## src/rtl/she_pkg.sv

```systemverilog
package she_pkg;
  // angle k of set s, in phase units of a 2^ang_w quarter period
  function automatic int unsigned she_angle(int unsigned s, int unsigned k,
                                            int unsigned n_ang, int unsigned ang_w);
    int unsigned step;
    step = (32'd1 << ang_w) / (n_ang + 1);
    return (k + 1) * step + s * (step / 64);
  endfunction
endpackage

```

## src/rtl/she_angle_rom.sv

```systemverilog
module she_angle_rom #(
  parameter int unsigned N_ANG  = 3,
  parameter int unsigned N_SETS = 16,
  parameter int unsigned ANG_W  = 14,
  localparam int unsigned IDX_W = $clog2(N_SETS)
) (
  input  logic [IDX_W-1:0]            sel_i,
  output logic [N_ANG-1:0][ANG_W-1:0] ang_o
);
  import she_pkg::*;

  logic [N_SETS-1:0][N_ANG-1:0][ANG_W-1:0] table_c;

  for (genvar s = 0; s < N_SETS; s++) begin : g_set
    for (genvar k = 0; k < N_ANG; k++) begin : g_ang
      localparam int unsigned A = she_angle(s, k, N_ANG, ANG_W);
      assign table_c[s][k] = ANG_W'(A);
    end
  end

  assign ang_o = table_c[sel_i];
endmodule

```

## src/rtl/she_phase.sv

```systemverilog
module she_phase #(
  parameter int unsigned PHASE_W = 16,
  parameter int unsigned IDX_W   = 4
) (
  input  logic               clk_i,
  input  logic               rst_ni,
  input  logic [PHASE_W-1:0] inc_i,
  input  logic [IDX_W-1:0]   idx_i,
  output logic [PHASE_W-1:0] acc_o,
  output logic [IDX_W-1:0]   sel_o,
  output logic               wrap_o
);
  logic [PHASE_W:0] sum;
  assign sum = {1'b0, acc_o} + {1'b0, inc_i};

  always_ff @(posedge clk_i or negedge rst_ni) begin
    if (!rst_ni) begin
      acc_o  <= '0;
      sel_o  <= '0;
      wrap_o <= 1'b0;
    end else begin
      acc_o  <= sum[PHASE_W-1:0];
      wrap_o <= sum[PHASE_W];
      if (sum[PHASE_W]) sel_o <= idx_i;
    end
  end

  AST_WRAP_STROBE: assert property (@(posedge clk_i) disable iff (!rst_ni)
    wrap_o == (acc_o < $past(acc_o))) else $error("wrap strobe mismatch");
  AST_SEL_HOLD: assert property (@(posedge clk_i) disable iff (!rst_ni)
    !wrap_o |-> $stable(sel_o)) else $error("set changed mid-period");
endmodule

```

## src/rtl/she_level.sv

```systemverilog
module she_level #(
  parameter int unsigned PHASE_W  = 16,
  parameter int unsigned N_ANG    = 3,
  parameter bit          INIT_LVL = 1'b1,
  localparam int unsigned ANG_W   = PHASE_W - 2
) (
  input  logic                        clk_i,
  input  logic                        rst_ni,
  input  logic [PHASE_W-1:0]          acc_i,
  input  logic [N_ANG-1:0][ANG_W-1:0] ang_i,
  output logic                        lvl_o
);
  logic [1:0]     quad;
  logic [ANG_W:0] fold;
  logic [N_ANG-1:0] past_ang;
  logic           lvl_d;

  assign quad = acc_i[PHASE_W-1 -: 2];
  // second quarter mirrors the first around the quarter point
  assign fold = quad[0] ? ((ANG_W+1)'(1) << ANG_W) - {1'b0, acc_i[ANG_W-1:0]}
                        : {1'b0, acc_i[ANG_W-1:0]};

  for (genvar k = 0; k < N_ANG; k++) begin : g_cmp
    assign past_ang[k] = fold >= {1'b0, ang_i[k]};
  end

  assign lvl_d = INIT_LVL ^ (^past_ang) ^ quad[1];

  always_ff @(posedge clk_i or negedge rst_ni) begin
    if (!rst_ni) lvl_o <= INIT_LVL;
    else         lvl_o <= lvl_d;
  end

  AST_ZERO_PHASE: assert property (@(posedge clk_i) disable iff (!rst_ni)
    (acc_i == '0) |=> (lvl_o == INIT_LVL)) else $error("level at phase zero");
endmodule

```

## src/rtl/she_deadtime.sv

```systemverilog
module she_deadtime #(
  parameter int unsigned DEAD_CYC = 4,
  parameter bit          INIT_LVL = 1'b1,
  localparam int unsigned CNT_W   = $clog2(DEAD_CYC + 2)
) (
  input  logic clk_i,
  input  logic rst_ni,
  input  logic lvl_i,
  output logic top_o,
  output logic bot_o
);
  if (DEAD_CYC == 0) begin : g_nodead
    always_ff @(posedge clk_i or negedge rst_ni) begin
      if (!rst_ni) begin
        top_o <= INIT_LVL;
        bot_o <= !INIT_LVL;
      end else begin
        top_o <= lvl_i;
        bot_o <= !lvl_i;
      end
    end
  end else begin : g_dead
    logic             drv_q;
    logic [CNT_W-1:0] cnt_q;

    always_ff @(posedge clk_i or negedge rst_ni) begin
      if (!rst_ni) begin
        drv_q <= INIT_LVL;
        cnt_q <= '0;
        top_o <= INIT_LVL;
        bot_o <= !INIT_LVL;
      end else if (lvl_i != drv_q) begin
        drv_q <= lvl_i;
        cnt_q <= CNT_W'(DEAD_CYC);
        top_o <= 1'b0;
        bot_o <= 1'b0;
      end else if (cnt_q != '0) begin
        cnt_q <= cnt_q - 1'b1;
        if (cnt_q == CNT_W'(1)) begin
          top_o <= drv_q;
          bot_o <= !drv_q;
        end
      end else begin
        top_o <= drv_q;
        bot_o <= !drv_q;
      end
    end

    AST_ONE_ON: assert property (@(posedge clk_i) disable iff (!rst_ni)
      (cnt_q == '0) |-> (top_o ^ bot_o)) else $error("gate undefined");
    AST_DEAD_GAP: assert property (@(posedge clk_i) disable iff (!rst_ni)
      ($rose(top_o) || $rose(bot_o)) |-> $past(!top_o && !bot_o)) else $error("no gap");
  end

  AST_GATE_EXCL: assert property (@(posedge clk_i) disable iff (!rst_ni)
    !(top_o && bot_o)) else $error("shoot-through");
endmodule

```

## src/rtl/she_gate_gen.sv

```systemverilog
module she_gate_gen #(
  parameter int unsigned PHASE_W  = 16,
  parameter int unsigned N_ANG    = 3,
  parameter int unsigned N_SETS   = 16,
  parameter int unsigned DEAD_CYC = 4,
  parameter bit          INIT_LVL = 1'b1,
  localparam int unsigned IDX_W   = $clog2(N_SETS),
  localparam int unsigned ANG_W   = PHASE_W - 2
) (
  input  logic               clk_i,
  input  logic               rst_ni,
  input  logic [PHASE_W-1:0] phase_inc_i,
  input  logic [IDX_W-1:0]   amp_idx_i,
  output logic               gate_top_o,
  output logic               gate_bot_o,
  output logic               period_start_o
);
  logic [PHASE_W-1:0]          acc;
  logic [IDX_W-1:0]            sel;
  logic [N_ANG-1:0][ANG_W-1:0] ang;
  logic                        lvl;

  she_phase #(.PHASE_W(PHASE_W), .IDX_W(IDX_W)) i_phase (
    .clk_i, .rst_ni, .inc_i(phase_inc_i), .idx_i(amp_idx_i),
    .acc_o(acc), .sel_o(sel), .wrap_o(period_start_o)
  );

  she_angle_rom #(.N_ANG(N_ANG), .N_SETS(N_SETS), .ANG_W(ANG_W)) i_rom (
    .sel_i(sel), .ang_o(ang)
  );

  she_level #(.PHASE_W(PHASE_W), .N_ANG(N_ANG), .INIT_LVL(INIT_LVL)) i_level (
    .clk_i, .rst_ni, .acc_i(acc), .ang_i(ang), .lvl_o(lvl)
  );

  she_deadtime #(.DEAD_CYC(DEAD_CYC), .INIT_LVL(INIT_LVL)) i_dead (
    .clk_i, .rst_ni, .lvl_i(lvl), .top_o(gate_top_o), .bot_o(gate_bot_o)
  );

  for (genvar k = 0; k + 1 < N_ANG; k++) begin : g_ord
    AST_ANGLE_ORDER: assert property (@(posedge clk_i) disable iff (!rst_ni)
      ang[k] < ang[k+1]) else $error("angles not increasing");
  end
  AST_ANGLE_BOUND: assert property (@(posedge clk_i) disable iff (!rst_ni)
    ang[N_ANG-1] != '0) else $error("last angle out of range");
endmodule

```

## config.mk

```make
export PLATFORM = sky130hd
export DESIGN_NAME = she_gate_gen
export DESIGN_NICKNAME = d
export VERILOG_FILES = /design/src/rtl/she_pkg.sv /design/src/rtl/she_angle_rom.sv /design/src/rtl/she_phase.sv /design/src/rtl/she_level.sv /design/src/rtl/she_deadtime.sv /design/src/rtl/she_gate_gen.sv
export SDC_FILE = /design/constraint.sdc
export NUM_CORES = 1
export LEC_CHECK = 0
export CAP_MARGIN = 20
export CORE_ASPECT_RATIO = 0.5
export CORE_MARGIN = 4
export CORE_UTILIZATION = 60
export DETAILED_ROUTE_END_ITERATION = 10
export PLACE_DENSITY = 0.85
export SKIP_CTS_REPAIR_TIMING = 1
export SYNTH_ARGS = -nofsm -noshare
export SYNTH_HDL_FRONTEND = slang
export SYNTH_SLANG_ARGS = --single-unit
```

## constraint.sdc

```tcl
create_clock -name clk_i -period 4.5 [get_ports clk_i]
set_input_delay 0.9 -clock clk_i [delete_from_list [all_inputs] [get_ports clk_i]]
set_output_delay 0.9 -clock clk_i [all_outputs]
set_load 0.005 [all_outputs]
```

# Word-level counts from Yosys, hierarchy flattened
# Memory sizes are Yosys's and may differ from the RTL's.
# Index checks and enable logic that the tools add are counted.
# op_classes
bitwise	2
n_div	0
n_eq_ne	3
n_mux	10
n_lt_le_gt_ge	4
shift	0
n_addsub	3
n_reduce_logical	4
mul	0
# ops
op	count
greater-or-equal comparator 15 x 14 -> 1 bit	3
two-way mux 42 bit	1
adder 16 x 16 -> 17 bit	1
two-way mux 15 bit	1
subtractor 15 x 14 -> 15 bit, first input constant	1
two-way mux 1 bit	6
two-way mux 3 bit	2
less-than comparator 4 x 5 -> 1 bit, second input constant	1
equality test 3 x 1 -> 1 bit, second input constant	1
!= test 3 x 2 -> 1 bit, second input constant	1
nonzero test 3 bit	1
XOR reduction 3 bit	1
subtractor 3 x 1 -> 3 bit, second input constant	1
nonzero test 2 bit	1
logical NOT 1 bit	1
!= test 1 bit	1
inverter 1 bit	1
bitwise XOR 1 bit	1
# word_totals
ff_bits	28
mem_bits_rw	0
elab_cells	35
rom_bits	672
memories	1
latch_bits	0
# memory_table
memory	words	width	rd	rd_clocked_by_memory_dff	wr	line	rtl
(name not given)	16	42	1	0	0	she_angle_rom.sv:21	assign ang_o = table_c[sel_i];

# Longest topological paths before layout
# depth
word_depth	6
ltp_mapped	13
mapped_depth_nobuf	13

# By module
# Synthesis repeated with hierarchy kept, for this count alone.
# hier_totals
hier_cells	390
hier_area_um2	3388.2
# by_module_without_submodules
module	n_inst	area_per_inst_um2	seq_area_each_um2	cells_per_inst
she_level	1	1376.3	26.3	184
she_phase	1	1367.6	525.5	133
she_angle_rom	1	322.8	0.0	44
she_deadtime	1	321.6	152.6	29

# Least setup slack after synthesis
# OpenSTA, ideal clock, no wires.
# synth_timing
kind	input port to flip-flop
from	input port phase_inc_i[0]
to	register i_phase.sel_o[0]
slack_ns	1.640
arrival_time_ns	2.735
required_time_ns	4.375
path_buffers	0
stages	10
path_cell_list	ha_1 inv_1 fa_1 nor2b_1 o21a_1 o21ai_0 a21oi_1 o211ai_2 o21ai_2 mux2_2
# synth_between
elab_chain_len	1
# synth_rtl
element	line	rtl
start: declaration	she_gate_gen.sv:12	input logic [PHASE_W-1:0] phase_inc_i,
adder 16 x 16 -> 17 bit	she_phase.sv:14	assign sum = {1'b0, acc_o} + {1'b0, inc_i};
net i_phase.sum[16]	she_phase.sv:13	logic [PHASE_W:0] sum;
end signal: assignment	she_phase.sv:24	if (sum[PHASE_W]) sel_o <= idx_i;
end: declaration	she_phase.sv:10	output logic [IDX_W-1:0] sel_o,
# The timed path passes the listed nets, and every way through them passes these cells.
# A chain may end at the register's enable or synchronous reset.

# Worst setup path in the final report
# layout_timing
from	input port phase_inc_i[0]
to	register i_phase.sel_o[2]
# The elaborated chain is that of the path after synthesis.

==> impl_metrics.py <==
metrics = {
    "grt": {
        "grt_start_max_net_pins": 29,
        "grt_pass1_wl_um": 6900,
        "grt-ovfl-total": 0,
        "grt_pass1_vias": 1584,
        "antenna_found_initial": 0,
        "grt.total_usage_pct": 19.1,
    },
    "cts": {
        "clk_pin_slew_ns": 0.10,
        "cts_root_buf": "clkbuf_8",
        "clk-insertion-delay-late_ns": 0.28,
        "htreeDepth": 1,
        "cts-buffers-inserted": 3,
        "cts_buffer_depth": 2,
        "cts.sinks": 28,
        "cts_tree": "done",
    },
    "final_layout": {
        "regArea_um2": 704,
        "nets": 288,
        "syn_to_final_growth_pct": 17.7,
        "antenna_cells": 0,
        "post-route-util_pct": 76.7,
        "layout-drive-gt1-share_pct": 10.1,
        "fillerInstances": 225,
        "multi_input_area_um2": 1270,
    },
    "synthesis": {
        "synth.distinct_cells": 45,
        "netlist_area_um2": 2040,
        "synth_edf_count": 0,
        "ys_seq_area_share_pct": 34.5,
        "synthArstFlopShare_pct": 100,
        "syn-num-nets": 260,
        "ys_ff_latch": 28,
        "ys_top_cells_by_count": "ha_1, dfrtp_1, nor2_1, inv_1, xnor2_1",
        "synth_top_area_share_pct": 30.6,
        "yosysMostFrequentCell": "ha_1",
        "synth.area.top_cells": "dfrtp_1, ha_1, xnor2_1",
        "avgSynthCellArea_um2": 9.68,
        "ys.flop_type": "dfrtp_1",
        "synthCells": 211,
        "synth.largest_area_cell": "dfrtp_1",
        "yosys_warnings": 0,
    },
    "setup_path": {
        "path_cells": "clkdlybuf4s50_1 -> ha_1 -> inv_1 -> fa_1 -> nor2b_1 -> o21a_1 -> o21ai_0 -> a21oi_1 -> o211ai_2 -> o21ai_2 -> mux2_2",
        "crit_slowest_cell": "clkdlybuf4s50_1",
        "arrival_ns": 3.49,
        "cp_num_buf_inv": 2,
        "crit_family": "compound AO/OA/AOI/OAI gates",
        "end_kind": "register",
        "cp.required_ns": 4.68,
        "worstSetupPathType": "input port to register",
        "critPathLaunchType": "input port",
        "max_stage_delay_ns": 0.46,
        "crit_fanout": 5,
    },
    "outcome": {
        "status": "complete, no violations",
    },
    "pwr": {
        "peakVddDrop_mv": 0.419,
        "power.switching_mw": 0.790,
        "power_leakage_nw": 1.09,
        "power_frac_seq_pct": 29.7,
        "p_total_mw": 1.85,
        "p_per_area_nw_per_um2": 768,
        "combPwrFrac_pct": 59.4,
        "switching_share_pct": 42.7,
        "intPower_mw": 1.06,
        "clkPwrFrac_pct": 10.9,
    },
    "floorplan": {
        "die-width_um": 90.5,
        "fp.dieH_um": 49.3,
        "core_region_area_um2": 3140,
        "die-area_um2": 4460,
        "ioPinCount": 25,
        "start_util_pct": 65.2,
        "floorplan.rows": 14,
    },
    "sta": {
        "fin_crit_sh_pct": 73.6,
        "fmax_ghz": 0.302,
        "period_needed_ns": 3.31,
        "slew_viol_final": 0,
        "finalSetupViolCount": 0,
        "worstMarginPinSlew_ns": 0.458,
        "finalHoldViolCount": 0,
        "max-slew-margin-rel_pct": 69.2,
        "clock_skew_ns": 0.00601,
        "setup_tns_ns": 0,
        "rsz0062_at_grt": "false",
        "fin_ws_ns": 1.19,
    },
    "route": {
        "drc": 0,
        "antenna_left": 0,
        "drtPass1Iterations": 4,
        "wl_per_cell_um": 14.9,
        "num_vias": 1636,
        "drtIter0Drc": 72,
        "vias_per_cell": 5.88,
        "wirelength_um": 4140,
    },
    "placed_design": {
        "dpl.hpwl_um": 3260,
        "port_buffers": 24,
        "dp_slack_ns": 0.915,
        "routabilityCongestion": 0.858,
    },
    "worst_hold_path": {
        "worstHoldPathType": "register to register",
    },
    "job": {
        "drv_cap": 0,
    },
}
## final timing paths
kind                                        startpoint                                 end  slack, ns  depth (start not counted)
max in group asynchronous                       rst_ni             i_level.lvl_o$_DFF_PN1_       3.20                          2
min in group asynchronous                       rst_ni  i_dead.g_dead.cnt_q[2]$_DFFE_PN0P_       0.99                          2
min                        i_phase.acc_o[15]$_DFF_PN0_             i_level.lvl_o$_DFF_PN1_       0.47                          1
min reg2reg                i_phase.acc_o[15]$_DFF_PN0_             i_level.lvl_o$_DFF_PN1_       0.47                          1
max reg2reg                 i_phase.acc_o[1]$_DFF_PN0_             i_level.lvl_o$_DFF_PN1_       1.32                         13
max                                     phase_inc_i[0]        i_phase.sel_o[2]$_DFFE_PN0P_       1.19                         11
## cell type report
type	count	share of cell area (%)
sequential	28	29.3
inverter	16	2.50
timing repair buffer	25	10.3
clock inverter	1	1.25
tap	40	2.08
clock buffer	3	1.72
multi-input combinational	165	52.9
## state kept, by name (all words and copies together), names as in the netlist
name and cells:
i_dead.bot_o 1, i_dead.g_dead.cnt_q 3, i_dead.g_dead.drv_q 1, i_dead.top_o 1, i_level.lvl_o 1, i_phase.acc_o 16
i_phase.sel_o 4, i_phase.wrap_o 1
## logic make-up after synthesis
group / after synthesis / share of synthesized area, %
AOI/OAI and AO/OA: 50 / 16.8
xor gates and xnor gates: 20 / 8.57
adders and majority gates: 27 / 16.9
buffers and inverters: 18 / 3.31
DFF: 28 / 34.5
muxes: 8 / 4.29
and+or+nand+nor: 60 / 15.7
## metrics by stage
step | hold WS (ns) | std cells | instance area, µm²
6_report | 0.471 | 278 | 2400
3_3_place_gp | 0.452 | 274 | 2330
5_1_grt | 0.498 | 278 | 2400
4_1_cts | 0.475 | 278 | 2400
2_1_floorplan | 0.416 | 211 | 2040
3_5_place_dp | 0.461 | 274 | 2330
## layer usage
layer / global-route usage (%) / vias up / share of wire, %
met2: 31.7 / 45 / 47
met5: 0 / - / 0
met1: 24.9 / 767 / 47
met3: 4.47 / 7 / 4.7
met4: 5.84 / 0 / 1.4
li1: - / 817 / -
## power groups by stage
stage,sequential (mW),clock [mW],combinational [mW]
2_1_floorplan,0.505,0,0.873
6_report,0.548,0.201,1.10
4_1_cts,0.546,0.206,1.10
3_3_place_gp,0.543,0,1.03
3_5_place_dp,0.550,0,1.09
5_1_grt,0.566,0.220,1.23
## layout by cell type, fill, tap and decap left out, types with 4 or more instances in the layout
master,n
a21o_1,7
dfrtp_1,25
a21oi_1,11
inv_1,16
ha_1,26
nor2_1,17
nand4_1,7
xnor2_1,13
clkdlybuf4s50_1,24
o21ai_0,11
xor2_1,7
mux2_2,6
nand2_1,10
nor2b_1,4
(Power assumes the default switching activity.)
